<file path="config.mk">
export PLATFORM = sky130hd
export DESIGN_NAME = gpio_dual_irq
export DESIGN_NICKNAME = d
export VERILOG_FILES = /design/src/rtl/gpio_dual_pkg.sv /design/src/rtl/gpio_evt_detect.sv /design/src/rtl/gpio_irq_bank.sv /design/src/rtl/gpio_dual_irq.sv
export SDC_FILE = /design/constraint.sdc
export NUM_CORES = 1
export LEC_CHECK = 0
export BUFFER_PORTS_ARGS = -buffer_cell sky130_fd_sc_hd__buf_4
export CAP_MARGIN = 10
export CORE_MARGIN = 2
export CORE_UTILIZATION = 35
export CTS_BUF_LIST = sky130_fd_sc_hd__clkbuf_2
export DETAILED_ROUTE_END_ITERATION = 8
export PLACE_DENSITY = 0.6
export SYNTH_ARGS = -nofsm -noshare
export SYNTH_HDL_FRONTEND = slang
export SYNTH_HIERARCHICAL = 1
export SYNTH_SLANG_ARGS = --single-unit
</file>
<file path="constraint.sdc">
create_clock -name clk -period 1.6 [get_ports clk]
set_input_delay 0 -clock clk [delete_from_list [all_inputs] [get_ports clk]]
set_output_delay 0 -clock clk [all_outputs]
set_load 0.01 [all_outputs]
</file>
<file path="src/rtl/gpio_dual_pkg.sv">
package gpio_dual_pkg;

    localparam int ADDR_W = 8;

    // register offsets decoded by software
    localparam logic [ADDR_W-1:0] OFS_IDENT      = 8'h00;
    localparam logic [ADDR_W-1:0] OFS_SYSCFG     = 8'h10;
    localparam logic [ADDR_W-1:0] OFS_SYSSTAT    = 8'h14;
    localparam logic [ADDR_W-1:0] OFS_STS_A      = 8'h18;
    localparam logic [ADDR_W-1:0] OFS_ENA_A      = 8'h1C;
    localparam logic [ADDR_W-1:0] OFS_WAKE_ENA   = 8'h20;
    localparam logic [ADDR_W-1:0] OFS_STS_B      = 8'h28;
    localparam logic [ADDR_W-1:0] OFS_ENA_B      = 8'h2C;
    localparam logic [ADDR_W-1:0] OFS_CTRL       = 8'h30;
    localparam logic [ADDR_W-1:0] OFS_DIR        = 8'h34;
    localparam logic [ADDR_W-1:0] OFS_PIN_IN     = 8'h38;
    localparam logic [ADDR_W-1:0] OFS_PIN_OUT    = 8'h3C;
    localparam logic [ADDR_W-1:0] OFS_LVL_LO     = 8'h40;
    localparam logic [ADDR_W-1:0] OFS_LVL_HI     = 8'h44;
    localparam logic [ADDR_W-1:0] OFS_RISE       = 8'h48;
    localparam logic [ADDR_W-1:0] OFS_FALL       = 8'h4C;
    localparam logic [ADDR_W-1:0] OFS_DB_EN      = 8'h50;
    localparam logic [ADDR_W-1:0] OFS_DB_TIME    = 8'h54;
    localparam logic [ADDR_W-1:0] OFS_ENA_A_CLR  = 8'h60;
    localparam logic [ADDR_W-1:0] OFS_ENA_A_SET  = 8'h64;
    localparam logic [ADDR_W-1:0] OFS_ENA_B_CLR  = 8'h70;
    localparam logic [ADDR_W-1:0] OFS_ENA_B_SET  = 8'h74;
    localparam logic [ADDR_W-1:0] OFS_WAKE_CLR   = 8'h80;
    localparam logic [ADDR_W-1:0] OFS_WAKE_SET   = 8'h84;
    localparam logic [ADDR_W-1:0] OFS_OUT_CLR    = 8'h90;
    localparam logic [ADDR_W-1:0] OFS_OUT_SET    = 8'h94;

    localparam int CFG_W = 5;
    localparam logic [CFG_W-1:0] CFG_KEEP = 5'h1D;
    localparam int CFG_SRST_BIT = 1;
    localparam int CFG_WAKE_BIT = 2;
    localparam int CTRL_W = 3;
    localparam logic [CTRL_W-1:0] CTRL_RST = 3'd2;

    typedef enum logic [1:0] {
        ENA_HOLD,
        ENA_LOAD,
        ENA_SET,
        ENA_CLR
    } ena_op_e;

endpackage

</file>
<file path="src/rtl/gpio_evt_detect.sv">
module gpio_evt_detect #(
    parameter int W = 32
) (
    input  logic         clk,
    input  logic         rst_n,
    input  logic [W-1:0] pin_in,
    input  logic [W-1:0] dir_q,
    input  logic [W-1:0] lvl_lo,
    input  logic [W-1:0] lvl_hi,
    input  logic [W-1:0] rise_en,
    input  logic [W-1:0] fall_en,
    output logic [W-1:0] pin_now,
    output logic [W-1:0] evt
);

    logic [W-1:0] pin_prev;

    always_ff @(posedge clk or negedge rst_n) begin
        if (!rst_n) begin
            pin_now  <= '0;
            pin_prev <= '0;
        end else begin
            pin_now  <= pin_in;
            pin_prev <= pin_now;
        end
    end

    for (genvar i = 0; i < W; i++) begin : g_pin
        logic up, down, hi, lo;
        assign up   = pin_now[i] & ~pin_prev[i] & rise_en[i];
        assign down = ~pin_now[i] & pin_prev[i] & fall_en[i];
        assign hi   = pin_now[i] & lvl_hi[i];
        assign lo   = ~pin_now[i] & lvl_lo[i];
        assign evt[i] = dir_q[i] & (up | down | hi | lo);
    end

endmodule

</file>
<file path="src/rtl/gpio_irq_bank.sv">
module gpio_irq_bank
    import gpio_dual_pkg::*;
#(
    parameter int W = 32
) (
    input  logic         clk,
    input  logic         rst_n,
    input  logic         soft_rst,
    input  logic [W-1:0] evt,
    input  logic         sts_clr_we,
    input  ena_op_e      ena_op,
    input  logic [W-1:0] wdata,
    output logic [W-1:0] sts,
    output logic [W-1:0] ena,
    output logic         irq
);

    logic [W-1:0] clr_mask;
    assign clr_mask = sts_clr_we ? wdata : '0;

    always_ff @(posedge clk or negedge rst_n) begin
        if (!rst_n) begin
            sts <= '0;
            ena <= '0;
        end else if (soft_rst) begin
            sts <= '0;
            ena <= '0;
        end else begin
            // a fresh event overrides a clear in the same cycle
            sts <= (sts & ~clr_mask) | evt;
            unique case (ena_op)
                ENA_HOLD: ena <= ena;
                ENA_LOAD: ena <= wdata;
                ENA_SET:  ena <= ena | wdata;
                ENA_CLR:  ena <= ena & ~wdata;
            endcase
        end
    end

    assign irq = |(sts & ena);

endmodule

</file>
<file path="src/rtl/gpio_dual_irq.sv">
module gpio_dual_irq
    import gpio_dual_pkg::*;
#(
    parameter int          W       = 32,
    parameter int          DBT_W   = 8,
    parameter logic [31:0] REV_ID  = 32'h0000_0025
) (
    input  logic              clk,
    input  logic              rst_n,
    input  logic              bus_we,
    input  logic [ADDR_W-1:0] bus_addr,
    input  logic [W-1:0]      bus_wdata,
    output logic [W-1:0]      bus_rdata,
    input  logic [W-1:0]      pin_in,
    output logic [W-1:0]      pin_out,
    output logic              irq_a,
    output logic              irq_b,
    output logic              wake_req
);

    localparam int NBANK = 2;

    logic [CFG_W-1:0]  cfg_q;
    logic [CTRL_W-1:0] ctrl_q;
    logic [W-1:0]      dir_q, dout_q, lvl_lo_q, lvl_hi_q, rise_q, fall_q;
    logic [W-1:0]      wake_ena_q, db_en_q;
    logic [DBT_W-1:0]  db_time_q;
    logic              wake_q;

    logic [W-1:0]      pin_now, evt;
    logic [NBANK-1:0][W-1:0] sts, ena;
    logic [NBANK-1:0]  irq;
    logic              soft_rst, wake_hit;

    assign soft_rst = bus_we && (bus_addr == OFS_SYSCFG) && bus_wdata[CFG_SRST_BIT];

    gpio_evt_detect #(.W(W)) u_evt (
        .clk     (clk),
        .rst_n   (rst_n),
        .pin_in  (pin_in),
        .dir_q   (dir_q),
        .lvl_lo  (lvl_lo_q),
        .lvl_hi  (lvl_hi_q),
        .rise_en (rise_q),
        .fall_en (fall_q),
        .pin_now (pin_now),
        .evt     (evt)
    );

    for (genvar b = 0; b < NBANK; b++) begin : g_bank
        localparam logic [ADDR_W-1:0] STS_OFS = (b == 0) ? OFS_STS_A     : OFS_STS_B;
        localparam logic [ADDR_W-1:0] ENA_OFS = (b == 0) ? OFS_ENA_A     : OFS_ENA_B;
        localparam logic [ADDR_W-1:0] SET_OFS = (b == 0) ? OFS_ENA_A_SET : OFS_ENA_B_SET;
        localparam logic [ADDR_W-1:0] CLR_OFS = (b == 0) ? OFS_ENA_A_CLR : OFS_ENA_B_CLR;

        ena_op_e op;
        always_comb begin
            op = ENA_HOLD;
            if (bus_we) begin
                if (bus_addr == ENA_OFS)      op = ENA_LOAD;
                else if (bus_addr == SET_OFS) op = ENA_SET;
                else if (bus_addr == CLR_OFS) op = ENA_CLR;
            end
        end

        gpio_irq_bank #(.W(W)) u_bank (
            .clk        (clk),
            .rst_n      (rst_n),
            .soft_rst   (soft_rst),
            .evt        (evt),
            .sts_clr_we (bus_we && (bus_addr == STS_OFS)),
            .ena_op     (op),
            .wdata      (bus_wdata),
            .sts        (sts[b]),
            .ena        (ena[b]),
            .irq        (irq[b])
        );
    end

    assign wake_hit = (|(evt & wake_ena_q)) && cfg_q[CFG_WAKE_BIT] && (|cfg_q[4:3]);

    always_ff @(posedge clk or negedge rst_n) begin
        if (!rst_n) begin
            cfg_q      <= '0;
            ctrl_q     <= CTRL_RST;
            dir_q      <= '1;
            dout_q     <= '0;
            lvl_lo_q   <= '0;
            lvl_hi_q   <= '0;
            rise_q     <= '0;
            fall_q     <= '0;
            wake_ena_q <= '0;
            db_en_q    <= '0;
            db_time_q  <= '0;
            wake_q     <= 1'b0;
        end else if (soft_rst) begin
            cfg_q      <= bus_wdata[CFG_W-1:0] & CFG_KEEP;
            ctrl_q     <= CTRL_RST;
            dir_q      <= '1;
            dout_q     <= '0;
            lvl_lo_q   <= '0;
            lvl_hi_q   <= '0;
            rise_q     <= '0;
            fall_q     <= '0;
            wake_ena_q <= '0;
            db_en_q    <= '0;
            db_time_q  <= '0;
            wake_q     <= 1'b0;
        end else begin
            wake_q <= wake_q | wake_hit;
            if (bus_we) begin
                case (bus_addr)
                    OFS_SYSCFG:   cfg_q      <= bus_wdata[CFG_W-1:0] & CFG_KEEP;
                    OFS_CTRL:     ctrl_q     <= bus_wdata[CTRL_W-1:0];
                    OFS_DIR:      dir_q      <= bus_wdata;
                    OFS_PIN_OUT:  dout_q     <= bus_wdata;
                    OFS_OUT_SET:  dout_q     <= dout_q | bus_wdata;
                    OFS_OUT_CLR:  dout_q     <= dout_q & ~bus_wdata;
                    OFS_LVL_LO:   lvl_lo_q   <= bus_wdata;
                    OFS_LVL_HI:   lvl_hi_q   <= bus_wdata;
                    OFS_RISE:     rise_q     <= bus_wdata;
                    OFS_FALL:     fall_q     <= bus_wdata;
                    OFS_WAKE_ENA: wake_ena_q <= bus_wdata;
                    OFS_WAKE_SET: wake_ena_q <= wake_ena_q | bus_wdata;
                    OFS_WAKE_CLR: wake_ena_q <= wake_ena_q & ~bus_wdata;
                    OFS_DB_EN:    db_en_q    <= bus_wdata;
                    OFS_DB_TIME:  db_time_q  <= bus_wdata[DBT_W-1:0];
                    default: ;
                endcase
            end
        end
    end

    always_comb begin
        case (bus_addr)
            OFS_IDENT:    bus_rdata = REV_ID[W-1:0];
            OFS_SYSCFG:   bus_rdata = {{(W-CFG_W){1'b0}}, cfg_q};
            OFS_SYSSTAT:  bus_rdata = {{(W-1){1'b0}}, 1'b1};
            OFS_STS_A:    bus_rdata = sts[0];
            OFS_STS_B:    bus_rdata = sts[1];
            OFS_ENA_A, OFS_ENA_A_SET, OFS_ENA_A_CLR: bus_rdata = ena[0];
            OFS_ENA_B, OFS_ENA_B_SET, OFS_ENA_B_CLR: bus_rdata = ena[1];
            OFS_WAKE_ENA, OFS_WAKE_SET, OFS_WAKE_CLR: bus_rdata = wake_ena_q;
            OFS_CTRL:     bus_rdata = {{(W-CTRL_W){1'b0}}, ctrl_q};
            OFS_DIR:      bus_rdata = dir_q;
            OFS_PIN_IN:   bus_rdata = pin_now;
            OFS_PIN_OUT, OFS_OUT_SET, OFS_OUT_CLR: bus_rdata = dout_q;
            OFS_LVL_LO:   bus_rdata = lvl_lo_q;
            OFS_LVL_HI:   bus_rdata = lvl_hi_q;
            OFS_RISE:     bus_rdata = rise_q;
            OFS_FALL:     bus_rdata = fall_q;
            OFS_DB_EN:    bus_rdata = db_en_q;
            OFS_DB_TIME:  bus_rdata = {{(W-DBT_W){1'b0}}, db_time_q};
            default:      bus_rdata = '0;
        endcase
    end

    assign pin_out  = dout_q & ~dir_q;
    assign irq_a    = irq[0];
    assign irq_b    = irq[1];
    assign wake_req = wake_q;

endmodule

</file>
* After elaboration in Yosys (flattened, before gate mapping)
Cells that the tools add are included.
** Operators by class
- Add/subtract/negate cells :: 0
- $mul :: 0
- Divide/modulo/power cells :: 0
- Order comparisons :: 0
- Equal/unequal tests :: 33
- Shifts and indexed selects :: 0
- Mux-type cells :: 51
- Bitwise operators :: 405
- Reductions and logical operators :: 40
** Operator list (number)
- 32-bit two-way mux :: 28
- 32-bit case mux with 18 select lines :: 1
- 32-bit case mux with 3 select lines :: 4
- 32-bit bitwise AND :: 10
- 1-bit bitwise AND :: 224
- 32-bit bitwise OR :: 6
- 32-bit inverter :: 4
- 1-bit bitwise OR :: 97
- 32-bit OR reduction :: 3
- 8-bit by 7-bit == test with 1-bit output (second input constant) :: 10
- 1-bit inverter :: 64
- 8-bit by 6-bit == test with 1-bit output (second input constant) :: 7
- 8-bit by 5-bit == test with 1-bit output (second input constant) :: 4
- 8-bit == test (second input constant) :: 4
- 8-bit two-way mux :: 3
- 2-bit AND reduction :: 11
- 2-bit nonzero test :: 10
- 2-bit two-way mux :: 8
- 5-bit two-way mux :: 3
- 3-bit OR reduction :: 4
- 3-bit two-way mux :: 3
- 2-bit == test (second input constant) :: 4
- 8-bit logical NOT :: 1
- 4-bit nonzero test :: 2
- 7 further kinds :: 14
** Storage, ports and cells
- Bits in registers :: 465
- Bits in latches :: 0
- Memory bits (writable) :: 0
- Memory bits (read-only) :: 0
- Input bits :: 75
- Memories kept :: 0

* Longest topological paths before layout
- Depth after elaboration :: 13
- Gate-level depth with buffers :: 11
- Depth with buffers taken out :: 7

* Cells and area by module
Netlist, hierarchy kept.
** Modules (own cells, without submodules)
- gpio_dual_irq :: times used 1, cells an instance 1711, area an instance 15004.4 um^2, sequential area each 6847.8 um^2
- gpio_irq_bank :: times used 2, cells an instance 333, area an instance 2936.6 um^2, sequential area each 1601.5 um^2
- gpio_evt_detect :: times used 1, cells an instance 192, area an instance 2522.4 um^2, sequential area each 1601.5 um^2

* Worst setup path before layout
No wires, ideal clock.
- Kind :: in2reg
- From :: in bus_addr[0]
- To :: reg g_bank[0].u_bank.sts[0]
- Data arrival time :: 2105 ps
- Data required time :: 1468 ps
- Path slack :: -636 ps
- Stages :: 11
- Path buffers :: 6
- Path through :: buf_4 > or4_1 > buf_2 > nor2_4 > nand3_4 > clkinv_2 > buf_6 > buf_4 > clkbuf_1 > buf_1 > nor2_1
** RTL lines
- from (decl) :: RTL line gpio_dual_irq.sv:11 : input logic [ADDR_W-1:0] bus_addr,
- 8-bit by 5-bit == test with 1-bit output :: RTL line gpio_dual_irq.sv:35 : assign soft_rst = bus_we && (bus_addr == OFS_SYSCFG) && bus_wdata[CFG_SRST_BIT];
- 1-bit logical AND (2 in a row) :: RTL line gpio_dual_irq.sv:35
- named net soft_rst :: RTL line gpio_dual_irq.sv:33 : logic soft_rst, wake_hit;
- 32-bit two-way mux :: RTL line gpio_irq_bank.sv:25 : end else if (soft_rst) begin
- to (signal assigned) :: RTL line gpio_irq_bank.sv:30 : sts <= (sts & ~clr_mask) | evt;
- to (decl) :: RTL line gpio_irq_bank.sv:13 : output logic [W-1:0] sts,
The timed path passes the listed nets, and every way through them passes these cells.
A chain may end at the register's enable or synchronous reset.

* Worst setup path after layout
- From :: reg fall_q[10]
- To :: out bus_rdata[10]
** On the way
- Word-level cells in the longest chain between the ends :: 1
** RTL lines
- from (decl) :: RTL line gpio_dual_irq.sv:25 : logic [W-1:0] dir_q, dout_q, lvl_lo_q, lvl_hi_q, rise_q, fall_q;
- from (signal assigned) :: RTL line gpio_dual_irq.sv:122 : OFS_FALL: fall_q <= bus_wdata;
- 32-bit case mux with 18 select lines :: RTL line gpio_dual_irq.sv:135 : case (bus_addr)
- to (decl) :: RTL line gpio_dual_irq.sv:13 : output logic [W-1:0] bus_rdata,
No other way between the ends.

==> key figures <==
CTS
  – Total number of H-tree levels: 4
  – Later-pin clock latency in the skew report: 1.37 ns
  – CTS tree: built
  – CTS clk-pin slew, worst paths: 0.12 ns
  – Maximum buffer depth of the clock tree: 3
  – Clock buffers created by TritonCTS: 131
  – CTS Sinks: 464
  – Clock root cell: clkbuf_2

Timing
  – Fin. Hold Viols: 67
  – Hold WS: -0.1072 ns
  – # setup viols final: 146
  – Final WS setup: -1.592 ns
  – Period minus WS final: 3.192 ns
  – RSZ-0062 raised after global routing: yes
  – Max Slew Vio Count: 0
  – Worst slew pin tran: 0.9562 ns
  – Slew HR: 0.3604
  – Clock skew: 0.1157 ns
  – Max Freq: 313.2 MHz
  – Fin crit share: 1.995

Yosys
  – Sequential fraction of the synthesis area: 0.4980
  – Synth async-reset ratio: 1.000
  – Post-Synth Simple-Gate Area: 0.1898
  – Portion of netlist area occupied by mux cells: 0.02299
  – Syn avg cell area: 9.109 um^2
  – Synth Area in XOR/XNOR: 0.001390
  – Synth area leader: dfrtp_1
  – EDFF count, synth: 0
  – Syn_nets: 2,644
  – Compound-Gate Fraction of Synth Area: 0.2380
  – Post-synth cell types: 66
  – Yosys warning count: 6
  – Area share of fa/ha/maj cells after synthesis: 0
  – Top FF cell, synth: dfrtp_1
  – Share of the synthesized area in the top cell type: 0.4609
  – Cells after Synth: 2,569
  – Most instantiated library cell after synthesis: nand2_1
  – Largest family of logic cells by synthesized area: compound AO/OA/AOI/OAI gates
  – Top post-synthesis cells by area: dfrtp_1 46%, nand2_1 9.4%, a21oi_1 6.8%
  – Synth cell count leaders: 588 x nand2_1, 431 x dfrtp_1, 317 x a21oi_1
  – Synthesized cell area: 23,400 um^2
  – Synth Register Bits: 464

Global route
  – GRT met3 Usage: 0.1116
  – Global route overflow: 0
  – Antenna violations before repair: 13
  – First-pass GRT wire length: 183,000 um
  – Busiest grt layer: met2
  – Global Route Usage Sum: 0.3639
  – Grt met2 use: 0.5256
  – Pin count of the biggest net entering global routing: 87
  – GR Util met1: 0.4659
  – Vias in the first global route: 26,814

Route
  – Drt drc: 0
  – First-pass DRT Iterations: 6
  – Detailed Route WL: 129,400 um
  – Via count: 27,164
  – Average wire per standard cell: 28.68 um
  – Post-DRT Antenna Nets: 0
  – Vias per std cell: 6.019
  – 1st-iter DRT viols: 3,755

Cells and area
  – Syn-to-layout area delta: 52.50%
  – Share of cells above drive strength 1: 0.3498
  – Net count, final: 3,623

Outcome
  – Failing checks: negative hold slack, negative setup slack
  – Outcome: complete, but fails checks

Floorplan
  – Rows: 94
  – Die footprint: 68,940 um^2
  – DIE WIDTH: 262.6 um
  – Io pins: 142
  – Initial Utilization: 0.3546
  – Die Ht: 262.6 um
  – Core area: 65,980 um^2

Power and ir drop
  – Pwr/cell area: 893.8 nW/um^2
  – Maximum vdd ir drop: 0.6013 mV
  – Static leakage: 16.37 nW
  – Overall power: 31.89 mW

Setup path
  – CP bufs+invs: 3
  – CP max FO: 2
  – Cell Chain, Critical Path: buf_4 > mux4_2 > a22o_1 > a211oi_2 > nand3_1 > buf_12 > buf_6
  – Crit path DAT: 3.19 ns
  – Slowest-stage cell, CP: mux4_2
  – Family with the most delay on the worst path: multiplexers
  – Crit-path max cell delay: 0.50 ns
  – CP Class: flop to output pin
  – CP Launch Type: flop
  – Setup crit end kind: output pin
  – Critical Path RT: 1.60 ns

Placement
  – IO buf count: 141
  – Final GP Congestion: 1.039
  – Post-detail-place hpwl: 90,050 um

Hold path
  – Hold Path Class: input pin to flop

Flow run
  – Max Cap Violations: 0
[cells by family (layout without fill, tap and decap cells)]
logic type,after synthesis,count (layout)
other,0,4
multiplexers,40,40
AND/OR/NAND/NOR,971,971
buffers and inverters,256,1332
flip-flops,464,464
XOR/XNOR,2,2
AO/OA/AOI/OAI,836,836
[registers in the layout (all words and copies together), names as in the netlist]
register / flops
dir_q: 32
lvl_lo_q: 32
rise_q: 32
wake_ena_q: 32
cfg_q: 4
db_time_q: 8
g_bank.u_bank/sts: 64
u_evt/pin_prev: 32
u_evt/pin_now: 32
fall_q: 32
lvl_hi_q: 32
dout_q: 32
wake_req: 1
ctrl_q: 3
db_en_q: 32
g_bank.u_bank/ena: 64
[worst paths after layout]
kind,start,cells past startpoint,to,slack [ns]
setup / recovery,fall_q[10]$_DFFE_PN0P_,7,bus_rdata[10],-1.59
hold / removal,bus_addr[7],10,g_bank[1].u_bank/ena[17]$_DFFE_PN0P_,-0.11
setup reg to reg,u_evt/pin_now[16]$_DFF_PN0_,9,wake_req$_DFF_PN0_,-0.53
hold reg to reg,u_evt/pin_now[12]$_DFF_PN0_,0,u_evt/pin_prev[12]$_DFF_PN0_,0.39
max in group asynchronous,rst_n,7,dir_q[27]$_DFFE_PN1P_,0.48
min in group asynchronous,rst_n,5,db_en_q[11]$_DFFE_PN0P_,0.26
[metal layers]
| layer | vias up | wire length [um] |
|---|---|---|
| li1 | 11250 | - |
| met1 | 13295 | 48290 |
| met2 | 2051 | 54150 |
| met3 | 558 | 16540 |
| met4 | 10 | 10330 |
| met5 | - | 110 |
[what timing repair did]
item                                   4_1_cts  5_1_grt
setup endpoints to repair                   68      460
hold buffers                               230       37
pin swaps                                   76       40
endpoints found under the hold margin      896      399
gates resized for setup                    242       82
setup buffers                               42       16
[layout by cell type, fill, tap and decap left out, drive strengths merged, types with 6 or more instances in the layout]
cell	count
a211o	32
a211oi	12
a21oi	317
a221oi	28
a222oi	22
a22o	56
a22oi	118
a32o	31
a32oi	6
and2	7
and3	8
buf	801
clkbuf	207
clkinv	16
dfrtp	431
dfstp	33
dlygate4sd3	254
inv	45
mux2	20
mux2i	11
mux4	9
nand2	588
nand3	69
nand4	17
nor2	106
nor2b	143
o21a	10
o21ai	98
o22ai	51
o311a	32
[where the power goes]
| group | total, mW | internal [mW] | switching (mW) |
|---|---|---|---|
| Combinational | 7.18 | 3.73 | 3.45 |
| Sequential | 15.1 | 13.3 | 1.82 |
| Clock | 9.61 | 4.14 | 5.47 |
[stage by stage]
step	instance area [um^2]	setup TNS (ns)	util	setup slack, ns	cells
2_1_floorplan	23710	-44.35	-	-0.2769	2569
3_3_place_gp	30100	-189.00	0.4561	-1.107	3962
3_5_place_dp	30100	-181.79	0.4561	-0.9831	3962
4_1_cts	34960	-155.45	0.5299	-1.655	4462
5_1_grt	35680	-80.75	0.5407	-1.737	4510
6_report	35680	-76.30	0.5408	-1.592	4513
[tightest hold or removal path: stages]
cell     delay [ns]
buf_4          0.19
buf_4          0.20
nor4b_4        0.08
nand2_1        0.06
o21ai_1        0.06
and2_4         0.18
xor2_4         0.17
buf_12         0.15
nand2_1        0.07
a21oi_1        0.06
[final cells by class]
| cell class | count | area (um^2) |
|---|---|---|
| fillers | 5888 | 30300 |
| clock buffers | 204 | 1021 |
| inverters | 40 | 162.7 |
| diodes | 4 | 10.01 |
| well taps | 864 | 1081 |
| multi-input cells | 1849 | 11560 |
| repair buffers | 1062 | 9948 |
| clock inverters | 26 | 230.2 |
| flip-flops and latches | 464 | 11670 |
No activity file was read; power rests on OpenSTA's default activity.
